## src/rtl/ldr_pkg.sv

```systemverilog
`timescale 1ns/1ps
package ldr_pkg;
    // routing flag carried in shift-register bit 0
    typedef enum logic {
        DEST_VCO = 1'b0,
        DEST_REF = 1'b1
    } dest_e;

    function automatic int max_of(input int a, input int b);
        return (a > b) ? a : b;
    endfunction
endpackage

```

## src/rtl/ldr_sync.sv

```systemverilog
`timescale 1ns/1ps
// Multi-stage level synchronizer for one asynchronous host wire.
module ldr_sync #(
    parameter int STAGES = 2
) (
    input  logic clk,
    input  logic rst_n,
    input  logic din,
    output logic level
);
    typedef struct packed {
        logic [STAGES-1:0] chain;
    } sync_t;

    sync_t s_d, s_q;

    always_comb begin
        s_d       = s_q;
        s_d.chain = {s_q.chain[STAGES-2:0], din};
    end

    always_ff @(posedge clk or negedge rst_n) begin
        if (!rst_n) s_q <= '0;
        else        s_q <= s_d;
    end

    assign level = s_q.chain[STAGES-1];
endmodule

```

## src/rtl/ldr_shifter.sv

```systemverilog
`timescale 1ns/1ps
// Serial-in shift register; new bit enters at bit 0.
module ldr_shifter #(
    parameter int SR_W = 25
) (
    input  logic            clk,
    input  logic            rst_n,
    input  logic            shift_en,
    input  logic            bit_in,
    output logic [SR_W-1:0] sr
);
    typedef struct packed {
        logic [SR_W-1:0] bits;
    } shreg_t;

    shreg_t r_d, r_q;

    always_comb begin
        r_d = r_q;
        if (shift_en) r_d.bits = {r_q.bits[SR_W-2:0], bit_in};
    end

    always_ff @(posedge clk or negedge rst_n) begin
        if (!rst_n) r_q <= '0;
        else        r_q <= r_d;
    end

    assign sr = r_q.bits;
endmodule

```

## src/rtl/ldr_latch_bank.sv

```systemverilog
`timescale 1ns/1ps
// Ratio registers plus their one-cycle write strobes.
module ldr_latch_bank
    import ldr_pkg::*;
#(
    parameter int REF_W = 16,
    parameter int VCO_W = 24,
    parameter int SR_W  = 25
) (
    input  logic             clk,
    input  logic             rst_n,
    input  logic             load,
    input  logic [SR_W-1:0]  sr,
    output logic [REF_W-1:0] ref_ratio,
    output logic [VCO_W-1:0] vco_ratio,
    output logic             ref_upd,
    output logic             vco_upd
);
    typedef struct packed {
        logic [REF_W-1:0] ref_val;
        logic [VCO_W-1:0] vco_val;
        logic             ref_pulse;
        logic             vco_pulse;
    } bank_t;

    bank_t b_d, b_q;
    dest_e dest;

    assign dest = dest_e'(sr[0]);

    always_comb begin
        b_d           = b_q;
        b_d.ref_pulse = 1'b0;
        b_d.vco_pulse = 1'b0;
        if (load) begin
            if (dest == DEST_REF) begin
                b_d.ref_val   = sr[REF_W:1];
                b_d.ref_pulse = 1'b1;
            end else begin
                b_d.vco_val   = sr[VCO_W:1];
                b_d.vco_pulse = 1'b1;
            end
        end
    end

    always_ff @(posedge clk or negedge rst_n) begin
        if (!rst_n) b_q <= '0;
        else        b_q <= b_d;
    end

    assign ref_ratio = b_q.ref_val;
    assign vco_ratio = b_q.vco_val;
    assign ref_upd   = b_q.ref_pulse;
    assign vco_upd   = b_q.vco_pulse;
endmodule

```

## src/rtl/ser_ratio_loader.sv

```systemverilog
`timescale 1ns/1ps
module ser_ratio_loader
    import ldr_pkg::*;
#(
    parameter int REF_W  = 16,
    parameter int VCO_W  = 24,
    parameter int STAGES = 2
) (
    input  logic             clk,
    input  logic             rst_n,
    input  logic             ser_clk,
    input  logic             ser_data,
    input  logic             ser_latch,
    output logic [REF_W-1:0] ref_ratio,
    output logic [VCO_W-1:0] vco_ratio,
    output logic             ref_upd,
    output logic             vco_upd
);
    localparam int SR_W  = max_of(REF_W, VCO_W) + 1;
    localparam int N_IN  = 3;
    localparam int I_CLK = 0;
    localparam int I_DAT = 1;
    localparam int I_LE  = 2;

    logic [N_IN-1:0] raw_in;
    logic [N_IN-1:0] lvl;

    assign raw_in = {ser_latch, ser_data, ser_clk};

    for (genvar g = 0; g < N_IN; g++) begin : g_sync
        ldr_sync #(.STAGES(STAGES)) u_sync (
            .clk   (clk),
            .rst_n (rst_n),
            .din   (raw_in[g]),
            .level (lvl[g])
        );
    end

    // edge-detect state for shift clock and load strobe
    typedef struct packed {
        logic clk_prev;
        logic le_prev;
    } edge_t;

    edge_t e_d, e_q;
    logic  clk_rise, le_rise, shift_en;
    logic [SR_W-1:0] sr;

    always_comb begin
        e_d          = e_q;
        e_d.clk_prev = lvl[I_CLK];
        e_d.le_prev  = lvl[I_LE];
    end

    always_ff @(posedge clk or negedge rst_n) begin
        if (!rst_n) e_q <= '0;
        else        e_q <= e_d;
    end

    assign clk_rise = lvl[I_CLK] & ~e_q.clk_prev;
    assign le_rise  = lvl[I_LE]  & ~e_q.le_prev;
    // no shifting while the synchronized load strobe is high
    assign shift_en = clk_rise & ~lvl[I_LE];

    ldr_shifter #(.SR_W(SR_W)) u_shift (
        .clk      (clk),
        .rst_n    (rst_n),
        .shift_en (shift_en),
        .bit_in   (lvl[I_DAT]),
        .sr       (sr)
    );

    ldr_latch_bank #(.REF_W(REF_W), .VCO_W(VCO_W), .SR_W(SR_W)) u_bank (
        .clk       (clk),
        .rst_n     (rst_n),
        .load      (le_rise),
        .sr        (sr),
        .ref_ratio (ref_ratio),
        .vco_ratio (vco_ratio),
        .ref_upd   (ref_upd),
        .vco_upd   (vco_upd)
    );
endmodule

```

## config.mk

```make
export PLATFORM = sky130hd
export DESIGN_NAME = ser_ratio_loader
export DESIGN_NICKNAME = d
export VERILOG_FILES = /design/src/rtl/ldr_pkg.sv /design/src/rtl/ldr_sync.sv /design/src/rtl/ldr_shifter.sv /design/src/rtl/ldr_latch_bank.sv /design/src/rtl/ser_ratio_loader.sv
export SDC_FILE = /design/constraint.sdc
export NUM_CORES = 1
export LEC_CHECK = 0
export ABC_AREA = 1
export ABC_CLOCK_PERIOD_IN_PS = 1920
export BUFFER_PORTS_ARGS = -buffer_cell sky130_fd_sc_hd__buf_2
export CAP_MARGIN = 20
export CORE_ASPECT_RATIO = 2
export CORE_UTILIZATION = 48
export CTS_BUF_LIST = sky130_fd_sc_hd__clkbuf_16
export CTS_CLUSTER_DIAMETER = 100
export CTS_CLUSTER_SIZE = 12
export DETAILED_ROUTE_END_ITERATION = 8
export GPL_ROUTABILITY_DRIVEN = 0
export PLACE_DENSITY = 0.69
export SYNTH_ARGS = -nofsm -noshare
export SYNTH_HDL_FRONTEND = slang
export SYNTH_SLANG_ARGS = --single-unit
```

## constraint.sdc

```tcl
create_clock -name clk -period 1.92 [get_ports clk]
set_input_delay 0.192 -clock clk [delete_from_list [all_inputs] [get_ports clk]]
set_output_delay 0.192 -clock clk [all_outputs]
set_load 0.05 [all_outputs]
```

==> results.py, run 1 <==
metrics = {
    "outcome": {
        "status": "complete, no violations",
    },
    "drt": {
        "detail_route.wl_per_cell_um": 14.0,
        "detail-route-antenna-nets": 0,
        "drcViolationCount": 0,
        "routed-via-count": 2288,
        "drt_initial_violations": 84,
        "route.detailed.vias_per_inst": 5.24,
        "firstDrtPassIters": 4,
        "detailed_route_wire_length_um": 6110,
    },
    "floorplan": {
        "placeable_core_region_um2": 6060,
        "fp.dieArea_um2": 6660,
        "row_cnt": 40,
        "pin_count": 47,
        "floorplan.initialDensity_pct": 50.1,
        "die_height_um": 114,
        "chipWidth_um": 58.2,
    },
    "sta": {
        "rsz0062_at_grt": "no",
        "hold_violations": 0,
        "max_freq_mhz": 681,
        "slew_violations": 0,
        "tightest_slew_ns": 0.532,
        "relSlewSlack_pct": 64.5,
        "period_needed_ns": 1.47,
        "worst_clock_skew_ns": 0.00363,
        "final-setup-viol-count": 0,
        "final_min_period_over_clock_period_pct": 76.4,
        "final.setup.tns_ns": 0,
    },
    "setup_path": {
        "critical_path.max_fanout": 35,
        "end_kind": "flip-flop",
        "type_of_the_worst_setup_path": "reg -> reg",
        "rr_endpoint": "u_bank.vco_ratio[15]$_DFFE_PN0P_",
        "critical_path.startpoint_type": "flip-flop",
        "r2r.worst_path.cells": 4,
        "worst_r2r_startpoint": "g_sync[2].u_sync.s_q[1]$_DFF_PN0_",
        "r2r_setup_slack_ns": 0.45,
        "timing.critical_path.arrival_ns": 1.69,
        "crit_required_ns": 2.14,
    },
    "synthesis": {
        "yosysTopAreaCell": "sky130_fd_sc_hd__dfrtp_1",
        "yosys.area.top_type_share_pct": 61.9,
        "synth_nets": 309,
        "postSynthAreaPerCell_um2": 9.98,
        "synth_fa_ha_area_share_pct": 0,
        "syn-cell-area_um2": 3030,
        "synth_top_family_by_area": "simple AND/OR/NAND/NOR gates",
        "synth_simple_gate_area_share_pct": 31.2,
        "synthTopCellsByArea": "sky130_fd_sc_hd__dfrtp_1, sky130_fd_sc_hd__nand2_1, sky130_fd_sc_hd__nand4_1",
        "synth-seq-area-share_pct": 61.9,
        "compound_gate_portion_of_the_synthesized_area_pct": 0,
        "synth.ff_latch_count": 75,
        "post_syn_instances": 304,
        "synth_warnings": 0,
        "synth_mux_area_share_pct": 0,
        "synth-xor-area-share_pct": 0,
        "post_synth_num_cell_types": 10,
    },
    "grt": {
        "global_route.usage.total_pct": 21.4,
        "antenna_found_initial": 0,
        "globalRoute.totalOverflow": 0,
        "largest_net_degree_at_the_start_of_global_routing": 44,
        "via_count_of_the_first_global_routing_pass": 2117,
        "grt_first_pass_wirelength_um": 10400,
    },
    "clock_network": {
        "post_cts_resize_count": 0,
        "cts_num_sinks": 75,
        "clock_tree.root_cell": "sky130_fd_sc_hd__clkbuf_16",
        "cts_made_buffers": 9,
        "clk_path_buf_depth": 2,
        "worst_skew_late_latency_ns": 0.33,
        "htree_num_levels": 3,
        "worst_setup_hold_path_clk_slew_ns": 0.05,
        "cts_tree": "built",
    },
    "final_layout": {
        "flow.area_growth_from_synthesis_pct": 18.3,
        "final_cell_mix": "sky130_fd_sc_hd__nand2_1, sky130_fd_sc_hd__dfrtp_1, sky130_fd_sc_hd__nand4_1",
        "multiInputGateArea_um2": 947,
        "drive_gt1_share_pct": 21.0,
        "layout.area.seq_um2": 1880,
        "antenna-diode-count": 0,
        "final_net_count": 353,
        "most_common_library_cell_in_the_layout_ignoring_fill_and_taps": "sky130_fd_sc_hd__nand2_1",
        "layout.cells.non_filler": 437,
        "n_fill_cell": 528,
    },
    "placed_design": {
        "place.detailed.hpwl_um": 3870,
        "dp_cells": 417,
        "place.port_buffers": 46,
    },
    "power_and_ir_drop": {
        "p_per_area_nw_per_um2": 1140,
        "static-leakage-power_nw": 2.04,
        "vdd.ir_drop.worst_mv": 0.958,
    },
    "hold_path": {
        "hold_class": "reg -> reg",
        "hold-path-cell-count": 0,
        "worst_hold_path.endpoint": "g_sync[2].u_sync.s_q[1]$_DFF_PN0_",
        "worstHoldStart": "g_sync[2].u_sync.s_q[0]$_DFF_PN0_",
    },
    "run": {
        "max_cap_violations": 0,
    },
}
state kept, by name, indices dropped and copies added, names as in the netlist:
register           cells
u_bank.vco_upd         1
e_q                    2
g_sync.u_sync.s_q      6
u_shift.sr            25
u_bank.vco_ratio      24
u_bank.ref_ratio      16
u_bank.ref_upd         1
worst max path at each step:
stage,from,end,slack [ns]
finish,g_sync[2].u_sync.s_q[1]$_DFF_PN0_,u_bank.vco_ratio[15]$_DFFE_PN0P_,0.45
global route,g_sync[2].u_sync.s_q[1]$_DFF_PN0_,u_bank.vco_ratio[15]$_DFFE_PN0P_,0.35
CTS,g_sync[2].u_sync.s_q[1]$_DFF_PN0_,u_bank.vco_ratio[9]$_DFFE_PN0P_,0.44
detailed placement,g_sync[2].u_sync.s_q[1]$_DFF_PN0_,u_bank.vco_ratio[15]$_DFFE_PN0P_,0.45
global placement,g_sync[2].u_sync.s_q[1]$_DFF_PN0_,u_bank.vco_ratio[5]$_DFFE_PN0P_,0.48
floorplan,g_sync[2].u_sync.s_q[1]$_DFF_PN0_,u_shift.sr[10]$_DFFE_PN0P_,0.91
critical path: stages (launching register included):
cell                      delay (ns)
sky130_fd_sc_hd__dfrtp_1        0.61
sky130_fd_sc_hd__buf_12         0.25
sky130_fd_sc_hd__nand3_4        0.27
sky130_fd_sc_hd__nand2_1        0.15
sky130_fd_sc_hd__nand2_1        0.05
cells in the mapped netlist:
cell / n
sky130_fd_sc_hd__nand2_1: 130
sky130_fd_sc_hd__dfrtp_1: 75
sky130_fd_sc_hd__nand4_1: 65
sky130_fd_sc_hd__buf_2: 13
sky130_fd_sc_hd__buf_6: 7
sky130_fd_sc_hd__buf_4: 5
sky130_fd_sc_hd__inv_2: 3
sky130_fd_sc_hd__nand3_4: 3
sky130_fd_sc_hd__inv_1: 2
sky130_fd_sc_hd__inv_6: 1
per-stage QoR:
step | worst slack (ns) | power [mW] | utilization [%] | hold slack, ns | area, um^2
after floorplan | 0.908 | 2.35 | - | -0.104 | 3030
after global placement | 0.479 | 2.50 | 53.9 | 0.212 | 3260
after detailed placement | 0.447 | 2.52 | 53.9 | 0.211 | 3260
after CTS | 0.443 | 4.14 | 59.2 | 0.353 | 3590
after global routing | 0.350 | 4.27 | 59.2 | 0.356 | 3590
final | 0.452 | 4.09 | 59.2 | 0.349 | 3590
kinds of logic (layout without fill, tap and decap cells):
kind of cell	Yosys count	in the layout
AND/OR/NAND/NOR	198	198
flip-flops	75	75
buffers and inverters	31	80
area by class of cell:
type	instances	share of cell area [%]
clock buffers	9	6.28
inverters	6	0.767
flip-flops and latches	75	52.3
repair buffers	58	9.63
clock inverters	7	1.67
multi-input cells	198	26.4
well taps	84	2.93
report_power, final:
group	internal, mW	leakage, nW	switching [mW]
sequential	1.71	1.02	0.0969
combinational	0.145	0.882	0.535
clock	0.988	0.145	0.608
layer usage:
metal / GRT usage [%] / vias up / wire length [um] / part of all wire (%)
met3: 5.54 / 11 / 207 / 3.4
li1: - / 1120 / - / -
met2: 32.9 / 45 / 3190 / 52
met1: 26.4 / 1112 / 2530 / 41
met5: 0 / - / 0 / 0
met4: 13.3 / 0 / 189 / 3.1
timing repair:
| action | 4_1_cts | 5_1_grt |
|---|---|---|
| buffers inserted | 0 | 0 |
| hold buffers | 4 | 0 |
| hold endpoints to repair | 44 | 0 |
No activity file was read; power rests on OpenSTA's default activity.
==> inputs of run 2 (changes only) <==
--- a/config.mk
+++ b/config.mk
@@ -6,7 +6,7 @@
 export NUM_CORES = 1
 export LEC_CHECK = 0
 export ABC_AREA = 1
-export ABC_CLOCK_PERIOD_IN_PS = 1920
+export ABC_CLOCK_PERIOD_IN_PS = 1500
 export BUFFER_PORTS_ARGS = -buffer_cell sky130_fd_sc_hd__buf_2
 export CAP_MARGIN = 20
 export CORE_ASPECT_RATIO = 2
==> constraint.sdc (replaced) <==
create_clock -name clk -period 1.5 [get_ports clk]
set_input_delay 0.15 -clock clk [delete_from_list [all_inputs] [get_ports clk]]
set_output_delay 0.15 -clock clk [all_outputs]
set_load 0.05 [all_outputs]
==> run 2 against run 1 <==
Worst setup slack worse by 0.23 ns. Clock power is 44% higher. Clock-buffer cell count stayed put. Sequential power is 28% higher. Power is 35% higher. Fmax is 15% higher. Non-clock buffer count is 4 higher. Final cell count is 0.92% higher. Critical path depth stayed put. First-iteration DRC count is 4.8% lower. Flip-flop and latch count stayed put. Critical path type unchanged. Critical endpoint unchanged. Largest cell class unchanged.
==> results.py, run 2 (synthesis results as in run 1) <==
metrics = {
    "final_layout": {
        "largest_reg_flops": 25,
        "antenna-diode-count": 0,
        "n_fill_cell": 525,
        "final_net_count": 357,
        "flow.area_growth_from_synthesis_pct": 21.9,
        "final_cell_mix": "sky130_fd_sc_hd__nand2_1, sky130_fd_sc_hd__dfrtp_1, sky130_fd_sc_hd__nand4_1",
        "most_common_library_cell_in_the_layout_ignoring_fill_and_taps": "sky130_fd_sc_hd__nand2_1",
        "drive_gt1_share_pct": 22.7,
        "finish.instance_area_um2": 3700,
    },
    "drt": {
        "firstDrtPassIters": 4,
        "detail_route.wl_per_cell_um": 13.6,
        "detail-route-antenna-nets": 0,
        "drcViolationCount": 0,
        "detailed_route_wire_length_um": 5990,
        "route.detailed.vias_per_inst": 5.12,
        "drt_initial_violations": 80,
        "routed-via-count": 2257,
    },
    "sta": {
        "hold_ws_ns": 0.323,
        "rsz0062_at_grt": "no",
        "relSlewSlack_pct": 67.1,
        "period_needed_ns": 1.28,
        "hold_violations": 0,
        "slew_violations": 0,
        "final.setup.tns_ns": 0,
        "final-setup-viol-count": 0,
        "tightest_slew_ns": 0.494,
        "worst_clock_skew_ns": 0.00556,
        "max_freq_mhz": 784,
        "final_min_period_over_clock_period_pct": 85.1,
    },
    "setup_path": {
        "crit_required_ns": 1.73,
        "worst_r2r_startpoint": "u_shift.sr[0]$_DFFE_PN0P_",
        "worst_setup_path_startpoint": "u_shift.sr[0]$_DFFE_PN0P_",
        "critical_path.max_fanout": 25,
        "r2r_setup_slack_ns": 0.22,
        "buffers_inverters_on_critical_path": 1,
        "timing.critical_path.slowest_cell_delay_ns": 0.44,
        "r2r.worst_path.cells": 4,
        "rr_endpoint": "u_bank.vco_ratio[15]$_DFFE_PN0P_",
        "critical_path.startpoint_type": "flip-flop",
        "type_of_the_worst_setup_path": "reg -> reg",
        "end_kind": "flip-flop",
        "timing.critical_path.arrival_ns": 1.50,
        "cpMostUsedCell": "sky130_fd_sc_hd__nand2_1",
        "critical_path.top_delay_family": "simple AND/OR/NAND/NOR gates",
        "critical-path-slowest-cell": "sky130_fd_sc_hd__dfrtp_1",
        "crit_chain": "inv_2 -> nand3_4 -> nand2_1 -> nand2_1",
    },
    "floorplan": {
        "row_cnt": 40,
        "die_height_um": 114,
        "chipWidth_um": 58.2,
        "fp.dieArea_um2": 6660,
        "placeable_core_region_um2": 6060,
        "floorplan.initialDensity_pct": 50.1,
        "pin_count": 47,
    },
    "hold_path": {
        "hold_class": "in -> async",
    },
    "grt": {
        "grt_first_pass_wirelength_um": 10200,
        "globalRoute.totalOverflow": 0,
        "largest_net_degree_at_the_start_of_global_routing": 40,
        "global_route.usage.total_pct": 20.6,
        "antenna_found_initial": 0,
        "via_count_of_the_first_global_routing_pass": 2124,
    },
    "power_and_ir_drop": {
        "power_frac_comb_pct": 16.1,
        "static-leakage-power_nw": 2.08,
        "clock_power_share_pct": 41.7,
        "internal-power_mw": 3.86,
        "p_per_area_nw_per_um2": 1490,
        "totalPowerFinal_mw": 5.51,
        "vdd.ir_drop.worst_mv": 1.60,
        "netSwitchingPower_mw": 1.65,
        "power_switching_share_pct": 29.9,
        "power_frac_seq_pct": 42.2,
    },
    "run": {
        "max_cap_violations": 0,
    },
    "clock_network": {
        "cts_hold_repair.buffers": 4,
        "htree_num_levels": 3,
        "worst_setup_hold_path_clk_slew_ns": 0.06,
        "cts_setup_buffers": 0,
        "post_cts_resize_count": 0,
        "cts_num_sinks": 75,
        "worst_skew_late_latency_ns": 0.34,
        "cts_tree": "built",
        "clock_tree.root_cell": "sky130_fd_sc_hd__clkbuf_16",
        "clk_path_buf_depth": 2,
        "cts_made_buffers": 9,
    },
    "outcome": {
        "status": "complete, no violations",
    },
    "placed_design": {
        "place.detailed.hpwl_um": 3980,
        "postPlaceCellArea_um2": 3330,
        "place.port_buffers": 46,
    },
}
==> run 2: worst register-to-register path: stages, from the launching register on <==
cell	delay [ns]
sky130_fd_sc_hd__dfrtp_1	0.44
sky130_fd_sc_hd__inv_2	0.22
sky130_fd_sc_hd__nand3_4	0.30
sky130_fd_sc_hd__nand2_1	0.16
sky130_fd_sc_hd__nand2_1	0.06
==> run 2: how the worst max path moves through the flow <==
stage	end	cells after the start
final	u_bank.vco_ratio[15]$_DFFE_PN0P_	4
after global routing	u_bank.vco_ratio[7]$_DFFE_PN0P_	4
after CTS	u_bank.vco_ratio[5]$_DFFE_PN0P_	4
after detailed placement	u_bank.vco_ratio[20]$_DFFE_PN0P_	4
after global placement	u_bank.vco_ratio[5]$_DFFE_PN0P_	4
after floorplan	u_shift.sr[10]$_DFFE_PN0P_	6
==> run 2: power groups by stage <==
stage	logic [mW]	registers, mW	clock network [mW]
floorplan	0.302	2.70	0
global placement	0.879	2.35	0
detailed placement	0.891	2.36	0
CTS	0.898	2.32	2.35
global route	0.958	2.34	2.44
finish	0.887	2.32	2.30
==> run 2: per-layer routing <==
metal  up-vias  global-route usage (%)  share of wire [%]
li1       1129                       -                  -
met3         9                    5.54                3.1
met1      1071                    25.5                 41
met2        48                    32.6                 54
met5         -                       0                  0
met4         0                    10.3                1.8
==> run 2: layout make-up <==
cell class              count  area (um^2)  share of cell area [%]
clock buffers               9          225                    6.09
clock inverters             7          101                    2.74
inverters                   6         27.5                   0.745
multi-input cells         198          947                    25.6
flip-flops and latches     75         1880                    50.8
well taps                  84          105                    2.84
repair buffers             62          413                    11.2
==> run 2: stage by stage <==
| stage | utilization, % | setup WS, ns | cells |
|---|---|---|---|
| after floorplan | - | 0.488 | 304 |
| after global placement | 55.0 | 0.253 | 421 |
| after detailed placement | 55.0 | 0.211 | 421 |
| after CTS | 61.0 | 0.213 | 441 |
| after global routing | 61.0 | 0.117 | 441 |
| final | 61.0 | 0.224 | 441 |
==> inputs of run 3 (changes only) <==
--- a/config.mk
+++ b/config.mk
@@ -10,12 +10,14 @@
 export BUFFER_PORTS_ARGS = -buffer_cell sky130_fd_sc_hd__buf_2
 export CAP_MARGIN = 20
 export CORE_ASPECT_RATIO = 2
+export CORE_MARGIN = 2
 export CORE_UTILIZATION = 48
 export CTS_BUF_LIST = sky130_fd_sc_hd__clkbuf_16
 export CTS_CLUSTER_DIAMETER = 100
 export CTS_CLUSTER_SIZE = 12
 export DETAILED_ROUTE_END_ITERATION = 8
 export GPL_ROUTABILITY_DRIVEN = 0
+export MAX_ROUTING_LAYER = met4
 export PLACE_DENSITY = 0.69
 export SYNTH_ARGS = -nofsm -noshare
 export SYNTH_HDL_FRONTEND = slang
==> run 3 against run 2 <==
Worst setup slack improved by 0.023 ns. Routed wire length rose by 2.8%. Clock-buffer cell count did not move.
==> results.py, run 3 (synthesis results as in run 1) <==
metrics = {
    "outcome": {
        "status": "complete, no violations",
    },
    "setup_path": {
        "type_of_the_worst_setup_path": "reg -> reg",
        "crit_required_ns": 1.71,
        "r2r.worst_path.cells": 4,
        "critical_path.max_fanout": 25,
        "end_kind": "flip-flop",
        "worst_r2r_startpoint": "e_q[0]$_DFF_PN0_",
        "r2r_setup_slack_ns": 0.25,
        "critical_path.startpoint_type": "flip-flop",
        "rr_endpoint": "u_bank.vco_ratio[11]$_DFFE_PN0P_",
        "timing.critical_path.arrival_ns": 1.47,
        "worst_setup_path_startpoint": "e_q[0]$_DFF_PN0_",
    },
    "placed_design": {
        "place.port_buffers": 46,
        "postPlaceCellArea_um2": 3290,
        "dp_cells": 422,
        "pre_cts_slack_ns": 0.233,
        "place.detailed.hpwl_um": 3910,
    },
    "floorplan": {
        "row_cnt": 41,
        "pin_count": 47,
        "floorplan.initialDensity_pct": 48.9,
        "fp.dieArea_um2": 7010,
        "chipWidth_um": 60.2,
        "die_height_um": 116,
        "placeable_core_region_um2": 6210,
    },
    "power_and_ir_drop": {
        "clock_power_share_pct": 38.2,
        "netSwitchingPower_mw": 1.53,
        "internal-power_mw": 3.63,
        "power_frac_comb_pct": 17.0,
        "p_per_area_nw_per_um2": 1440,
        "static-leakage-power_nw": 2.05,
        "power_frac_seq_pct": 44.8,
        "vdd.ir_drop.worst_mv": 0.914,
        "totalPowerFinal_mw": 5.17,
        "power_switching_share_pct": 29.7,
    },
    "grt": {
        "largest_net_degree_at_the_start_of_global_routing": 42,
        "global_route.usage.total_pct": 20.2,
        "via_count_of_the_first_global_routing_pass": 2127,
        "grt_first_pass_wirelength_um": 10200,
        "globalRoute.totalOverflow": 0,
        "antenna_found_initial": 0,
    },
    "clock_network": {
        "cts_made_buffers": 9,
        "cts_num_sinks": 75,
        "post_cts_resize_count": 0,
        "worst_setup_hold_path_clk_slew_ns": 0.05,
        "htree_num_levels": 3,
        "clk_path_buf_depth": 2,
        "clock_tree.root_cell": "sky130_fd_sc_hd__clkbuf_16",
        "worst_skew_late_latency_ns": 0.33,
        "cts_tree": "built",
    },
    "sta": {
        "final-setup-viol-count": 0,
        "rsz0062_at_grt": "no",
        "tightest_slew_ns": 0.449,
        "period_needed_ns": 1.25,
        "worst_clock_skew_ns": 0.00561,
        "slew_violations": 0,
        "setup_slack_ns": 0.247,
        "relSlewSlack_pct": 70.0,
        "hold_ws_ns": 0.323,
        "final.setup.tns_ns": 0,
        "hold_violations": 0,
        "max_freq_mhz": 798,
        "final_min_period_over_clock_period_pct": 83.5,
    },
    "drt": {
        "drcViolationCount": 0,
        "drt_initial_violations": 125,
        "detailed_route_wire_length_um": 6160,
        "route.detailed.vias_per_inst": 5.24,
        "detail-route-antenna-nets": 0,
        "routed-via-count": 2306,
        "firstDrtPassIters": 4,
        "detail_route.wl_per_cell_um": 14.0,
    },
    "final_layout": {
        "final_cell_mix": "sky130_fd_sc_hd__nand2_1, sky130_fd_sc_hd__dfrtp_1, sky130_fd_sc_hd__nand4_1",
        "final_net_count": 356,
        "final_util_pct": 58.0,
        "most_common_library_cell_in_the_layout_ignoring_fill_and_taps": "sky130_fd_sc_hd__nand2_1",
        "layout.cells.non_filler": 440,
        "drive_gt1_share_pct": 21.5,
        "antenna-diode-count": 0,
        "finish.instance_area_um2": 3600,
        "flow.area_growth_from_synthesis_pct": 18.7,
        "largest_reg_flops": 25,
    },
    "hold_path": {
        "hold_class": "in -> async",
    },
    "run": {
        "max_cap_violations": 0,
    },
}
-- run 3: cell types whose count changed in the layout (fill, tap and decap cells not counted), sizes merged --
cell / previous run / this run
bufinv: 2 / 1
buf: 58 / 57
clkinvlp: 2 / 0
clkinv: 2 / 3
-- run 3: worst max-delay path: stages (launching register included) --
cell and delay [ns]:
sky130_fd_sc_hd__dfrtp_1 0.37, sky130_fd_sc_hd__inv_2 0.22, sky130_fd_sc_hd__nand3_4 0.32, sky130_fd_sc_hd__nand2_1 0.16, sky130_fd_sc_hd__nand2_1 0.07
-- run 3: final cells by class --
type / count / area [um^2]
inverter: 6 / 27.5
sequential: 75 / 1880
timing repair buffer: 61 / 368
clock buffer: 9 / 225
tap: 86 / 108
fill: 568 / 2610
clock inverter: 5 / 47.5
multi-input combinational: 198 / 947
-- run 3: worst max path at each step --
stage	end	slack, ns	cells after the start
2_1_floorplan	u_shift.sr[10]$_DFFE_PN0P_	0.49	6
3_3_place_gp	u_bank.vco_ratio[16]$_DFFE_PN0P_	0.32	4
3_5_place_dp	u_bank.vco_ratio[11]$_DFFE_PN0P_	0.23	4
4_1_cts	u_bank.vco_ratio[11]$_DFFE_PN0P_	0.23	4
5_1_grt	u_bank.vco_ratio[14]$_DFFE_PN0P_	0.14	4
6_report	u_bank.vco_ratio[11]$_DFFE_PN0P_	0.25	4
-- run 3: layer usage --
metal	global-route usage, %	routed length, um
met1	25.9	2760
met2	29.7	3050
met5	-	0
met4	9.78	119
met3	5.09	237
-- run 3: timing repair --
action | in CTS | in global routing
endpoints found under the hold margin | 37 | 0
hold buffers | 4 | 0
buffers inserted | 0 | 0
endpoints found under the setup margin | 0 | 0
-- run 3: power by group through the flow --
stage	clock network [mW]	logic, mW	registers [mW]
3_5_place_dp	0	0.878	2.34
4_1_cts	2.02	0.886	2.31
2_1_floorplan	0	0.302	2.70
5_1_grt	2.11	0.953	2.33
6_report	1.97	0.879	2.31
3_3_place_gp	0	0.863	2.34
